File: config.mk
export PLATFORM = sky130hd
export DESIGN_NAME = scanseq_top
export DESIGN_NICKNAME = d
export VERILOG_FILES = /design/src/rtl/scanseq_pkg.sv /design/src/rtl/scanseq_cfgmem.sv /design/src/rtl/scanseq_dncnt.sv /design/src/rtl/scanseq_fmt.sv /design/src/rtl/scanseq_top.sv
export SDC_FILE = /design/constraint.sdc
export NUM_CORES = 1
export LEC_CHECK = 0
export BUFFER_PORTS_ARGS = -buffer_cell sky130_fd_sc_hd__clkbuf_2
export CAP_MARGIN = 10
export CELL_PAD_IN_SITES_DETAIL_PLACEMENT = 1
export CELL_PAD_IN_SITES_GLOBAL_PLACEMENT = 1
export CORE_MARGIN = 5
export CORE_UTILIZATION = 35
export DETAILED_ROUTE_END_ITERATION = 10
export GPL_ROUTABILITY_DRIVEN = 0
export PLACE_DENSITY_LB_ADDON = 0.1
export RECOVER_POWER = 50
export SLEW_MARGIN = 20
export SYNTH_ARGS = -nofsm -noshare
export SYNTH_HDL_FRONTEND = slang
export SYNTH_SLANG_ARGS = --single-unit
File: constraint.sdc
create_clock -name clk -period 9.2 [get_ports clk]
set_input_delay 0.46 -clock clk [delete_from_list [all_inputs] [get_ports clk]]
set_output_delay 0.46 -clock clk [all_outputs]
set_load 0.005 [all_outputs]
File: src/rtl/scanseq_pkg.sv
package scanseq_pkg;
    parameter int CHAN_W = 4;
    parameter int GAIN_W = 3;

    typedef enum logic [2:0] {
        KIND_CAL   = 3'd0,
        KIND_DIFF  = 3'd1,
        KIND_NRSE  = 3'd2,
        KIND_RSE   = 3'd3,
        KIND_GHOST = 3'd7
    } kind_e;

    typedef struct packed {
        logic [CHAN_W-1:0] chan;
        kind_e             kind;
        logic [GAIN_W-1:0] gain;
        logic              bip;
        logic              last;
    } entry_t;

    localparam int ENTRY_W = $bits(entry_t);

    typedef enum logic [1:0] {
        SQ_IDLE,
        SQ_WAIT,
        SQ_SAMP
    } sq_state_e;
endpackage

File: src/rtl/scanseq_cfgmem.sv
module scanseq_cfgmem
    import scanseq_pkg::*;
#(
    parameter int DEPTH = 16,
    localparam int IDX_W = $clog2(DEPTH),
    localparam int CNT_W = $clog2(DEPTH + 1)
) (
    input  logic             clk,
    input  logic             rst_n,
    input  logic             lock,
    input  logic             clr,
    input  logic             wr_en,
    input  entry_t           wr_data,
    input  logic [IDX_W-1:0] rd_idx,
    output entry_t           rd_data,
    output logic [CNT_W-1:0] cnt
);
    typedef struct packed {
        entry_t [DEPTH-1:0] mem;
        logic [CNT_W-1:0]   cnt;
    } cm_t;

    cm_t cm_d, cm_q;

    always_comb begin
        cm_d = cm_q;
        if (!lock) begin
            if (clr) begin
                cm_d.mem = '0;
                cm_d.cnt = '0;
            end else if (wr_en && cm_q.cnt < CNT_W'(DEPTH)) begin
                cm_d.mem[cm_q.cnt[IDX_W-1:0]] = wr_data;
                cm_d.cnt = cm_q.cnt + CNT_W'(1);
            end
        end
    end

    always_ff @(posedge clk or negedge rst_n) begin
        if (!rst_n) cm_q <= '0;
        else        cm_q <= cm_d;
    end

    assign rd_data = cm_q.mem[rd_idx];
    assign cnt     = cm_q.cnt;
endmodule

File: src/rtl/scanseq_dncnt.sv
module scanseq_dncnt #(
    parameter int W = 16
) (
    input  logic         clk,
    input  logic         rst_n,
    input  logic         load,
    input  logic [W-1:0] load_val,
    input  logic         dec,
    output logic         zero
);
    logic [W-1:0] cnt_d, cnt_q;

    always_comb begin
        cnt_d = cnt_q;
        if (load)     cnt_d = load_val;
        else if (dec) cnt_d = cnt_q - W'(1);
    end

    always_ff @(posedge clk or negedge rst_n) begin
        if (!rst_n) cnt_q <= '0;
        else        cnt_q <= cnt_d;
    end

    assign zero = (cnt_q == '0);
endmodule

File: src/rtl/scanseq_fmt.sv
module scanseq_fmt #(
    parameter int DATA_W = 16
) (
    input  logic              clk,
    input  logic              rst_n,
    input  logic              conv,
    input  logic              conv_bip,
    input  logic              conv_ghost,
    input  logic              adc_valid,
    input  logic [DATA_W-1:0] adc_raw,
    output logic              dout_valid,
    output logic [DATA_W-1:0] dout
);
    typedef struct packed {
        logic              ghost;
        logic              bip;
        logic              vld;
        logic [DATA_W-1:0] word;
    } fm_t;

    fm_t fm_d, fm_q;

    always_comb begin
        fm_d     = fm_q;
        fm_d.vld = 1'b0;
        // result belongs to the descriptor captured at the previous strobe
        if (adc_valid) begin
            fm_d.vld  = !fm_q.ghost;
            fm_d.word = adc_raw ^ {fm_q.bip, {(DATA_W-1){1'b0}}};
        end
        if (conv) begin
            fm_d.ghost = conv_ghost;
            fm_d.bip   = conv_bip;
        end
    end

    always_ff @(posedge clk or negedge rst_n) begin
        if (!rst_n) fm_q <= '0;
        else        fm_q <= fm_d;
    end

    assign dout_valid = fm_q.vld;
    assign dout       = fm_q.word;
endmodule

File: src/rtl/scanseq_top.sv
module scanseq_top
    import scanseq_pkg::*;
#(
    parameter int DEPTH  = 16,
    parameter int TMR_W  = 16,
    parameter int DIV_W  = 16,
    parameter int SCN_W  = 24,
    parameter int DATA_W = 16,
    localparam int IDX_W = $clog2(DEPTH),
    localparam int CNT_W = $clog2(DEPTH + 1)
) (
    input  logic               clk,
    input  logic               rst_n,
    input  logic               cfg_wr,
    input  logic [ENTRY_W-1:0] cfg_entry,
    input  logic               cfg_clr,
    input  logic               arm,
    input  logic               disarm,
    input  logic               continuous,
    input  logic               end_by_div,
    input  logic [DIV_W-1:0]   div_m1,
    input  logic [SCN_W-1:0]   scans_m1,
    input  logic [TMR_W-1:0]   scan_first_m1,
    input  logic [TMR_W-1:0]   scan_m1,
    input  logic [TMR_W-1:0]   samp_first_m1,
    input  logic [TMR_W-1:0]   samp_m1,
    input  logic               adc_valid,
    input  logic [DATA_W-1:0]  adc_raw,
    output logic               busy,
    output logic               fe_conv,
    output logic [CHAN_W-1:0]  fe_chan,
    output logic [2:0]         fe_type,
    output logic [GAIN_W-1:0]  fe_gain,
    output logic               fe_bip,
    output logic               dout_valid,
    output logic [DATA_W-1:0]  dout
);
    typedef struct packed {
        sq_state_e        st;
        logic [IDX_W-1:0] idx;
        logic             conv;
        entry_t           ent;
    } sq_t;

    sq_t sq_d, sq_q;

    entry_t           cur;
    logic [CNT_W-1:0] cfg_cnt;
    logic [IDX_W-1:0] seq_idx;
    logic             wrap, scan_end;
    logic             scan_ld, scan_dec, scan_zero;
    logic [TMR_W-1:0] scan_val;
    logic             samp_ld, samp_dec, samp_zero;
    logic [TMR_W-1:0] samp_val;
    logic             div_ld, div_dec, div_zero;
    logic             scn_ld, scn_dec, scn_zero;

    assign busy    = (sq_q.st != SQ_IDLE);
    assign seq_idx = sq_q.idx;

    scanseq_cfgmem #(.DEPTH(DEPTH)) u_cfg (
        .clk     (clk),
        .rst_n   (rst_n),
        .lock    (busy),
        .clr     (cfg_clr),
        .wr_en   (cfg_wr),
        .wr_data (entry_t'(cfg_entry)),
        .rd_idx  (sq_q.idx),
        .rd_data (cur),
        .cnt     (cfg_cnt)
    );

    scanseq_dncnt #(.W(TMR_W)) u_scan_tmr (
        .clk(clk), .rst_n(rst_n), .load(scan_ld), .load_val(scan_val),
        .dec(scan_dec), .zero(scan_zero)
    );
    scanseq_dncnt #(.W(TMR_W)) u_samp_tmr (
        .clk(clk), .rst_n(rst_n), .load(samp_ld), .load_val(samp_val),
        .dec(samp_dec), .zero(samp_zero)
    );
    scanseq_dncnt #(.W(DIV_W)) u_div (
        .clk(clk), .rst_n(rst_n), .load(div_ld), .load_val(div_m1),
        .dec(div_dec), .zero(div_zero)
    );
    scanseq_dncnt #(.W(SCN_W)) u_scn (
        .clk(clk), .rst_n(rst_n), .load(scn_ld), .load_val(scans_m1),
        .dec(scn_dec), .zero(scn_zero)
    );

    assign wrap     = cur.last || (CNT_W'(sq_q.idx) == cfg_cnt - CNT_W'(1));
    assign scan_end = end_by_div ? div_zero : wrap;

    always_comb begin
        sq_d      = sq_q;
        sq_d.conv = 1'b0;
        scan_ld   = 1'b0;
        scan_dec  = 1'b0;
        scan_val  = scan_m1;
        samp_ld   = 1'b0;
        samp_dec  = 1'b0;
        samp_val  = samp_m1;
        div_ld    = 1'b0;
        div_dec   = 1'b0;
        scn_ld    = 1'b0;
        scn_dec   = 1'b0;
        unique case (sq_q.st)
            SQ_IDLE: begin
                if (arm && !disarm && cfg_cnt != '0) begin
                    sq_d.st  = SQ_WAIT;
                    sq_d.idx = '0;
                    scan_ld  = 1'b1;
                    scan_val = scan_first_m1;
                    scn_ld   = 1'b1;
                end
            end
            SQ_WAIT: begin
                if (scan_zero) begin
                    scan_ld  = 1'b1;
                    samp_ld  = 1'b1;
                    samp_val = samp_first_m1;
                    div_ld   = 1'b1;
                    sq_d.idx = '0;
                    sq_d.st  = SQ_SAMP;
                end else begin
                    scan_dec = 1'b1;
                end
            end
            SQ_SAMP: begin
                // scan ticks inside a scan only reload the timer
                if (scan_zero) scan_ld  = 1'b1;
                else           scan_dec = 1'b1;
                if (samp_zero) begin
                    sq_d.conv = 1'b1;
                    sq_d.ent  = cur;
                    div_dec   = 1'b1;
                    if (scan_end) begin
                        sq_d.st = SQ_WAIT;
                        if (!scn_zero)      scn_dec    = 1'b1;
                        else if (continuous) scn_ld    = 1'b1;
                        else                sq_d.st    = SQ_IDLE;
                    end else begin
                        samp_ld  = 1'b1;
                        sq_d.idx = wrap ? '0 : sq_q.idx + IDX_W'(1);
                    end
                end else begin
                    samp_dec = 1'b1;
                end
            end
            default: sq_d.st = SQ_IDLE;
        endcase
        if (disarm && sq_q.st != SQ_IDLE) begin
            sq_d.st   = SQ_IDLE;
            sq_d.conv = 1'b0;
        end
    end

    always_ff @(posedge clk or negedge rst_n) begin
        if (!rst_n) sq_q <= '0;
        else        sq_q <= sq_d;
    end

    assign fe_conv = sq_q.conv;
    assign fe_chan = sq_q.ent.chan;
    assign fe_type = sq_q.ent.kind;
    assign fe_gain = sq_q.ent.gain;
    assign fe_bip  = sq_q.ent.bip;

    scanseq_fmt #(.DATA_W(DATA_W)) u_fmt (
        .clk        (clk),
        .rst_n      (rst_n),
        .conv       (sq_q.conv),
        .conv_bip   (sq_q.ent.bip),
        .conv_ghost (sq_q.ent.kind == KIND_GHOST),
        .adc_valid  (adc_valid),
        .adc_raw    (adc_raw),
        .dout_valid (dout_valid),
        .dout       (dout)
    );
endmodule

==> qor.yml, run 1 <==
utilization: 0.408
yosys_register_bits: 306
syn_avg_cell_area_um2: 10.3
cp-end-kind: "async pin"
final-max-slew-violation-count: 200
netlist_top_cells_area: "dfrtp_1 (50%), mux4_2 (8.7%), o21ai_0 (8.0%)"
worstMarginPinSlew_ns: 3.90
dpl_cell_area_um2: 16400
yosysMostFrequentCell: "dfrtp_1"
startpoint_type: "input pin"
rrSetupSlack_ns: 5.43
ioPinCount: 171
synth_commonest_cells: "dfrtp_1 (306), o21ai_0 (243), nand3_1 (215)"
drt-initial-drc-count: 629
grt_first_pass_wirelength_um: 71600
final_hold_viol_count: 0
fin_crit_ns: 4.86
seq_area_frac_synth: 0.502
drive_above_1_share: 0.201
grt_pass1_vias: 12200
synth_area_leader_cell: "dfrtp_1"
rsz0062_at_grt: "no"
status: "finished, violations left"
power_mw: 4.21
path_max_fanout: 112
r2r_end: "u_scn.cnt_q[12]$_DFFE_PN0P_"
design_area_um2: 17600
routed_wl_um: 45300
synth_cell_types: 61
placement.io_buffers: 170
ir_drop_uv: 107
hold_depth: 3
clk_pin_slew_ns: 0.05
via_per_inst: 5.37
cts-root-buf: "clkbuf_16"
tritoncts: "built"
clkLatencyLatePin_ns: 0.56
clockBufferDepth: 3
grt_max_degree: 113
fin_skew_ns: 0.0231
dp_cells: 2108
cts_sinks: 306
ctsResizeCount: 0
drc: 0
area_delta_synth_final_pct: 15.0
fin_crit_sh: 0.528
grt_usage: 0.189
cpPeakStageDelay_ns: 2.79
cts_made_buffers: 38
ant_nets: 0
antenna_found_initial: 2
path_cells: "dlygate4sd3_1, buf_8, clkbuf_1"
setup_viol: 0
hold_path.startpoint: "div_m1[13]"
finalSetupTns_ns: 0
cts_setup_buffers: 0
slew_headroom: -1.60
ys_warn_count: 0
die_area_um2: 47900
violations: "max-capacitance violations, max-slew violations"
grt-ovfl-total: 0
fp-row-count: 76
synthCells: 1478
fmax_mhz: 206
drt_first_pass_iters: 5
routedWlPerCell_um: 20.8
reg2reg_from: "seq_idx[0]$_DFFE_PN0P_"
synthFlopType: "dfrtp_1"
reg2reg_depth: 8
cap_violations: 3
synth-async-reset-ratio: 1.00
hold_path_class: "input pin to flip-flop"
slowest_stage: "clkbuf_1"
synth-edff-count: 0
crit_type: "input pin to async pin"
die_w_um: 219
htreeDepth: 2
synth_top_area_frac: 0.502
p_leak_nw: 7.26
fin_nets: 1720
die-height_um: 219
min_to: "u_div.cnt_q[13]$_DFFE_PN0P_"
synth_fp_nets: 1634
syn_area_um2: 15300
crit_arrival_ns: 4.61
hpwlAfterDp_um: 28900
vias: 11700
crit_required_ns: 8.95
fin_cells: 2176
p_per_area_nw_per_um2: 240
start_util: 0.354
fp.coreArea_um2: 43100
## what timing repair did
action                     in CTS  in global routing
setup endpoints to repair       0                  0
hold endpoints to repair       12                  0
hold buffers                    1                  0
## registers in the layout (all words and copies together), names as in the netlist, 4 cells and up
| signal | cells |
|---|---|
| u_scan_tmr.cnt_q | 16 |
| u_samp_tmr.cnt_q | 16 |
| u_cfg.cnt | 5 |
| u_scn.cnt_q | 24 |
| u_fmt.dout | 16 |
| u_cfg.cm_q | 192 |
| u_div.cnt_q | 16 |
| fe_chan | 4 |
| seq_idx | 4 |
## cells by family (layout without fill, tap and decap cells)
| family | count (synthesis) | after routing | synth area share |
|---|---|---|---|
| adder cells (fa/ha/maj) | 15 | 15 | 0.0123 |
| AO/OA/AOI/OAI | 329 | 329 | 0.120 |
| XOR/XNOR | 56 | 56 | 0.0321 |
| multiplexers | 104 | 104 | 0.119 |
| other | 0 | 1 | 0 |
| AND/OR/NAND/NOR | 508 | 508 | 0.168 |
| buffers and inverters | 160 | 272 | 0.0475 |
| flip-flops | 306 | 306 | 0.502 |
## worst max-delay path: cells and delay by family
family | cells | cell delay, ns
buffers and inverters | 3 | 3.94
## report_power, final
group	internal, mW	total (mW)	switching (mW)
Clock	0.884	1.47	0.591
Combinational	0.385	0.975	0.591
Sequential	1.57	1.76	0.185
Total	2.84	4.21	1.37
## placed cells by master (no fill, tap or decap), drive strengths merged, types with 3 or more instances in the layout
master,synthesis,layout
o21ai,248,248
a21oi,15,15
nand4,7,7
nor4,22,22
o31ai,3,3
and4,5,5
mux2i,18,18
ha,15,15
or4,12,12
dfrtp,306,306
nor3,29,29
or3,14,14
o211ai,5,5
mux2,27,27
xnor2,31,31
a21o,3,3
buf,48,12
nand3,216,216
o21a,11,11
xor2,25,25
mux4,59,59
or2,3,3
nor2,38,38
inv,21,23
nor2b,7,7
and2,9,9
a31oi,10,10
nand2b,19,19
o22ai,10,10
nand3b,4,4
clkinv,0,6
nand2,116,116
o311ai,4,4
clkbuf,91,228
## layer usage
layer  GRT usage  wire [µm]
met1       0.268      21400
met2       0.310      21400
met4      0.0383        734
met3      0.0330       1740
met5           0          0
## worst max-delay path by stage
stage	start	slack (ns)	depth (start not counted)	end
after floorplan	u_cfg.cnt[0]$_DFFE_PN0P_	6.18	9	u_scn.cnt_q[12]$_DFFE_PN0P_
after detailed placement	seq_idx[0]$_DFFE_PN0P_	5.37	8	u_scn.cnt_q[12]$_DFFE_PN0P_
final	rst_n	4.34	3	fe_bip$_DFFE_PN0P_
after CTS	seq_idx[0]$_DFFE_PN0P_	5.37	8	u_scn.cnt_q[12]$_DFFE_PN0P_
after global placement	seq_idx[0]$_DFFE_PN0P_	5.38	8	u_scn.cnt_q[12]$_DFFE_PN0P_
after global routing	rst_n	3.37	3	u_cfg.cm_q[142]$_DFFE_PN0P_
## stage by stage
stage | setup slack, ns | hold WS [ns]
finish | 4.34 | 0.117
global route | 3.37 | 0.0967
CTS | 5.37 | 0.0816
detailed placement | 5.37 | 0.417
global placement | 5.38 | 0.418
floorplan | 6.18 | 0.164
## cell type report
cell class | count | area, µm²
Inverter | 21 | 78.8
Fill cell | 4814 | 25500
Sequential cell | 306 | 7660
Clock inverter | 10 | 123
Timing Repair Buffer | 185 | 935
Clock buffer | 56 | 1100
Tap cell | 585 | 732
Multi-Input combinational cell | 1012 | 6920
Antenna cell | 1 | 2.50
No activity file was read; power rests on OpenSTA's default activity.
==> run 2: changes to the inputs <==
==> constraint.sdc (replaced) <==
create_clock -name clk -period 4.5 [get_ports clk]
set_input_delay 0.225 -clock clk [delete_from_list [all_inputs] [get_ports clk]]
set_output_delay 0.225 -clock clk [all_outputs]
set_load 0.005 [all_outputs]
==> qor.yml, run 2 (synthesis gave the netlist of run 1 again) <==
status: "finished, violations left"
violations: "max-capacitance violations, max-slew violations"
wl_met1_um: 22600  # +5.7%
hold_path_class: "input pin to flip-flop"
r2r_end: "u_samp_tmr.cnt_q[10]$_DFFE_PN0P_"
final-max-slew-violation-count: 108  # -46%
routedWlPerCell_um: 21.0  # +0.79%
cts_sinks: 306  # unchanged
hpwlAfterDp_um: 29600  # +2.5%
fp.coreArea_um2: 43100  # unchanged
startpoint_type: "flip-flop"
die-height_um: 219  # unchanged
vias: 12100  # +3.6%
slew_headroom: -0.967  # +0.636
hold_depth: 3  # unchanged
ioPinCount: 171  # unchanged
final_cell_mix: "dfrtp_1 (304), o21ai_0 (243), nand3_1 (215)"
finalSetupTns_ns: 0  # unchanged
setup_ws_ns: 0.739  # -3.60 ns
fin_nets: 1839  # +6.9%
clockBufferDepth: 3  # unchanged
grt-ovfl-total: 0  # unchanged
grt_first_pass_wirelength_um: 75900  # +6.1%
crit_type: "flip-flop to flip-flop"
final.fill_count: 4786  # -0.58%
start_util: 0.354  # unchanged
crit_buf_inv: 3  # unchanged
reg2reg_depth: 11  # +3
min_to: "u_samp_tmr.cnt_q[13]$_DFFE_PN0P_"
p_per_area_nw_per_um2: 473  # +98%
routed_wl_um: 48200  # +6.5%
path_cells: "inv_1, ha_1, xor2_1, or3_1, a311oi_1, o31ai_2, buf_4, nand4_1, o22ai_1, dlygate4sd3_1, a21oi_1"
layout.area.seq_um2: 7660  # unchanged
p_leak_nw: 7.82  # +7.8%
drt_first_pass_iters: 5  # unchanged
drive_above_1_share: 0.196  # -0.00425
grt_max_degree: 116  # +2.7%
grt_usage: 0.201  # +0.0120
biggestRegsByFlops: "u_cfg.cm_q (192), u_scn.cnt_q (24)"
cpPeakStageDelay_ns: 0.71  # -2.08 ns
rrSetupSlack_ns: 0.74  # -4.69 ns
regMostFlops: "u_cfg.cm_q"
fin_crit_sh: 0.836
crit_required_ns: 4.98  # -3.97 ns
drc: 0  # unchanged
cts_setup_buffers: 0  # unchanged
final_hold_viol_count: 0  # unchanged
die_area_um2: 47900  # unchanged
clk_pin_slew_ns: 0.06  # about the same
fp-row-count: 76  # unchanged
crit_family: "compound AO/OA/AOI/OAI gates"
htreeDepth: 2  # unchanged
drt-initial-drc-count: 631  # +0.32%
wl_met3_um: 1760  # +1.1%
fmax_mhz: 266
fin_crit_ns: 3.76
cts_made_buffers: 38  # unchanged
pre_cts_ws_ns: 1.04  # -4.33 ns
die_w_um: 219  # unchanged
hold_path.startpoint: "samp_first_m1[13]"
cp-end-kind: "flip-flop"
clkLatencyLatePin_ns: 0.57  # about the same
grt_pass1_vias: 12900  # +5.8%
worstMarginPinSlew_ns: 2.95  # -0.954 ns
slowest_stage: "a311oi_1"
highest_layer: "met4"
multi_input_area_um2: 6930  # about the same
ctsResizeCount: 0  # unchanged
path_max_fanout: 12  # -89%
cap_violations: 1  # -2
wl_met2_um: 22800  # +6.5%
placement.io_buffers: 170  # unchanged
antenna_found_initial: 3  # +1
largest_register_ffs: 192  # unchanged
ant_nets: 0  # unchanged
reg2reg_from: "u_cfg.cnt[0]$_DFFE_PN0P_"
rsz0062_at_grt: "no"
setup_viol: 0  # unchanged
via_per_inst: 5.26  # -1.9%
ir_drop_uv: 294  # +180%
cts-root-buf: "clkbuf_16"
tritoncts: "built"
fin_skew_ns: 0.0204  # -0.00266 ns
final_common_cell: "dfrtp_1"
area_delta_synth_final_pct: 23.2
crit_arrival_ns: 4.24  # -0.37 ns
[run 2: layer usage]
layer | GRT usage | up-vias
met5 | 0 | -
met4 | 0.0557 | 0
met3 | 0.0280 | 57
met2 | 0.329 | 188
met1 | 0.283 | 6115
li1 | - | 5741
[run 2: worst reg2reg max path, cell delays in order (launching register included)]
cell	delay [ns]
dfrtp_1	0.48
inv_1	0.14
ha_1	0.27
xor2_1	0.15
or3_1	0.31
a311oi_1	0.71
o31ai_2	0.09
buf_4	0.22
nand4_1	0.40
o22ai_1	0.19
dlygate4sd3_1	0.61
a21oi_1	0.13
[run 2: stage by stage]
step	util	cell area, µm²	std cells	hold slack (ns)	power [mW]
6_report	0.437	18800	2299	0.0252	8.91
2_1_floorplan	-	15300	1478	-0.0706	4.95
4_1_cts	0.437	18800	2296	0.000635	9.02
3_5_place_dp	0.381	16400	2114	0.382	5.67
3_3_place_gp	0.381	16400	2114	0.377	5.61
5_1_grt	0.437	18800	2298	0.0462	9.44
[run 2: worst max-delay path by stage]
stage                                        start                          endpoint  slack [ns]  cells past startpoint
final                     u_cfg.cnt[0]$_DFFE_PN0P_  u_samp_tmr.cnt_q[10]$_DFFE_PN0P_        0.74                     11
after detailed placement  u_cfg.cnt[0]$_DFFE_PN0P_       u_scn.cnt_q[12]$_DFFE_PN0P_        1.04                      9
after CTS                   seq_idx[0]$_DFFE_PN0P_  u_samp_tmr.cnt_q[14]$_DFFE_PN0P_        0.78                      9
after global routing      u_cfg.cnt[0]$_DFFE_PN0P_   u_samp_tmr.cnt_q[9]$_DFFE_PN0P_        0.49                     11
after global placement      seq_idx[2]$_DFFE_PN0P_       u_scn.cnt_q[12]$_DFFE_PN0P_        1.12                      6
after floorplan           u_cfg.cnt[0]$_DFFE_PN0P_       u_scn.cnt_q[12]$_DFFE_PN0P_        1.48                      9
[run 2: power by group]
part           switching (mW)  internal [mW]
Clock                    1.24           1.90
Combinational            1.25          0.929
Sequential              0.380           3.21
[run 2: repair_timing]
| item | in CTS | in global routing |
|---|---|---|
| hold endpoints to repair | 189 | 0 |
| endpoints found under the setup margin | 0 | 0 |
| hold buffers | 114 | 0 |
[run 2: cell type report]
| class | instances | area share |
|---|---|---|
| sequential | 306 | 0.407 |
| clock buffer | 57 | 0.0597 |
| antenna | 3 | 0.000399 |
| multi-input combinational | 1012 | 0.368 |
| inverter | 21 | 0.00419 |
| tap | 585 | 0.0389 |
| clock inverter | 11 | 0.00805 |
| timing repair buffer | 304 | 0.113 |
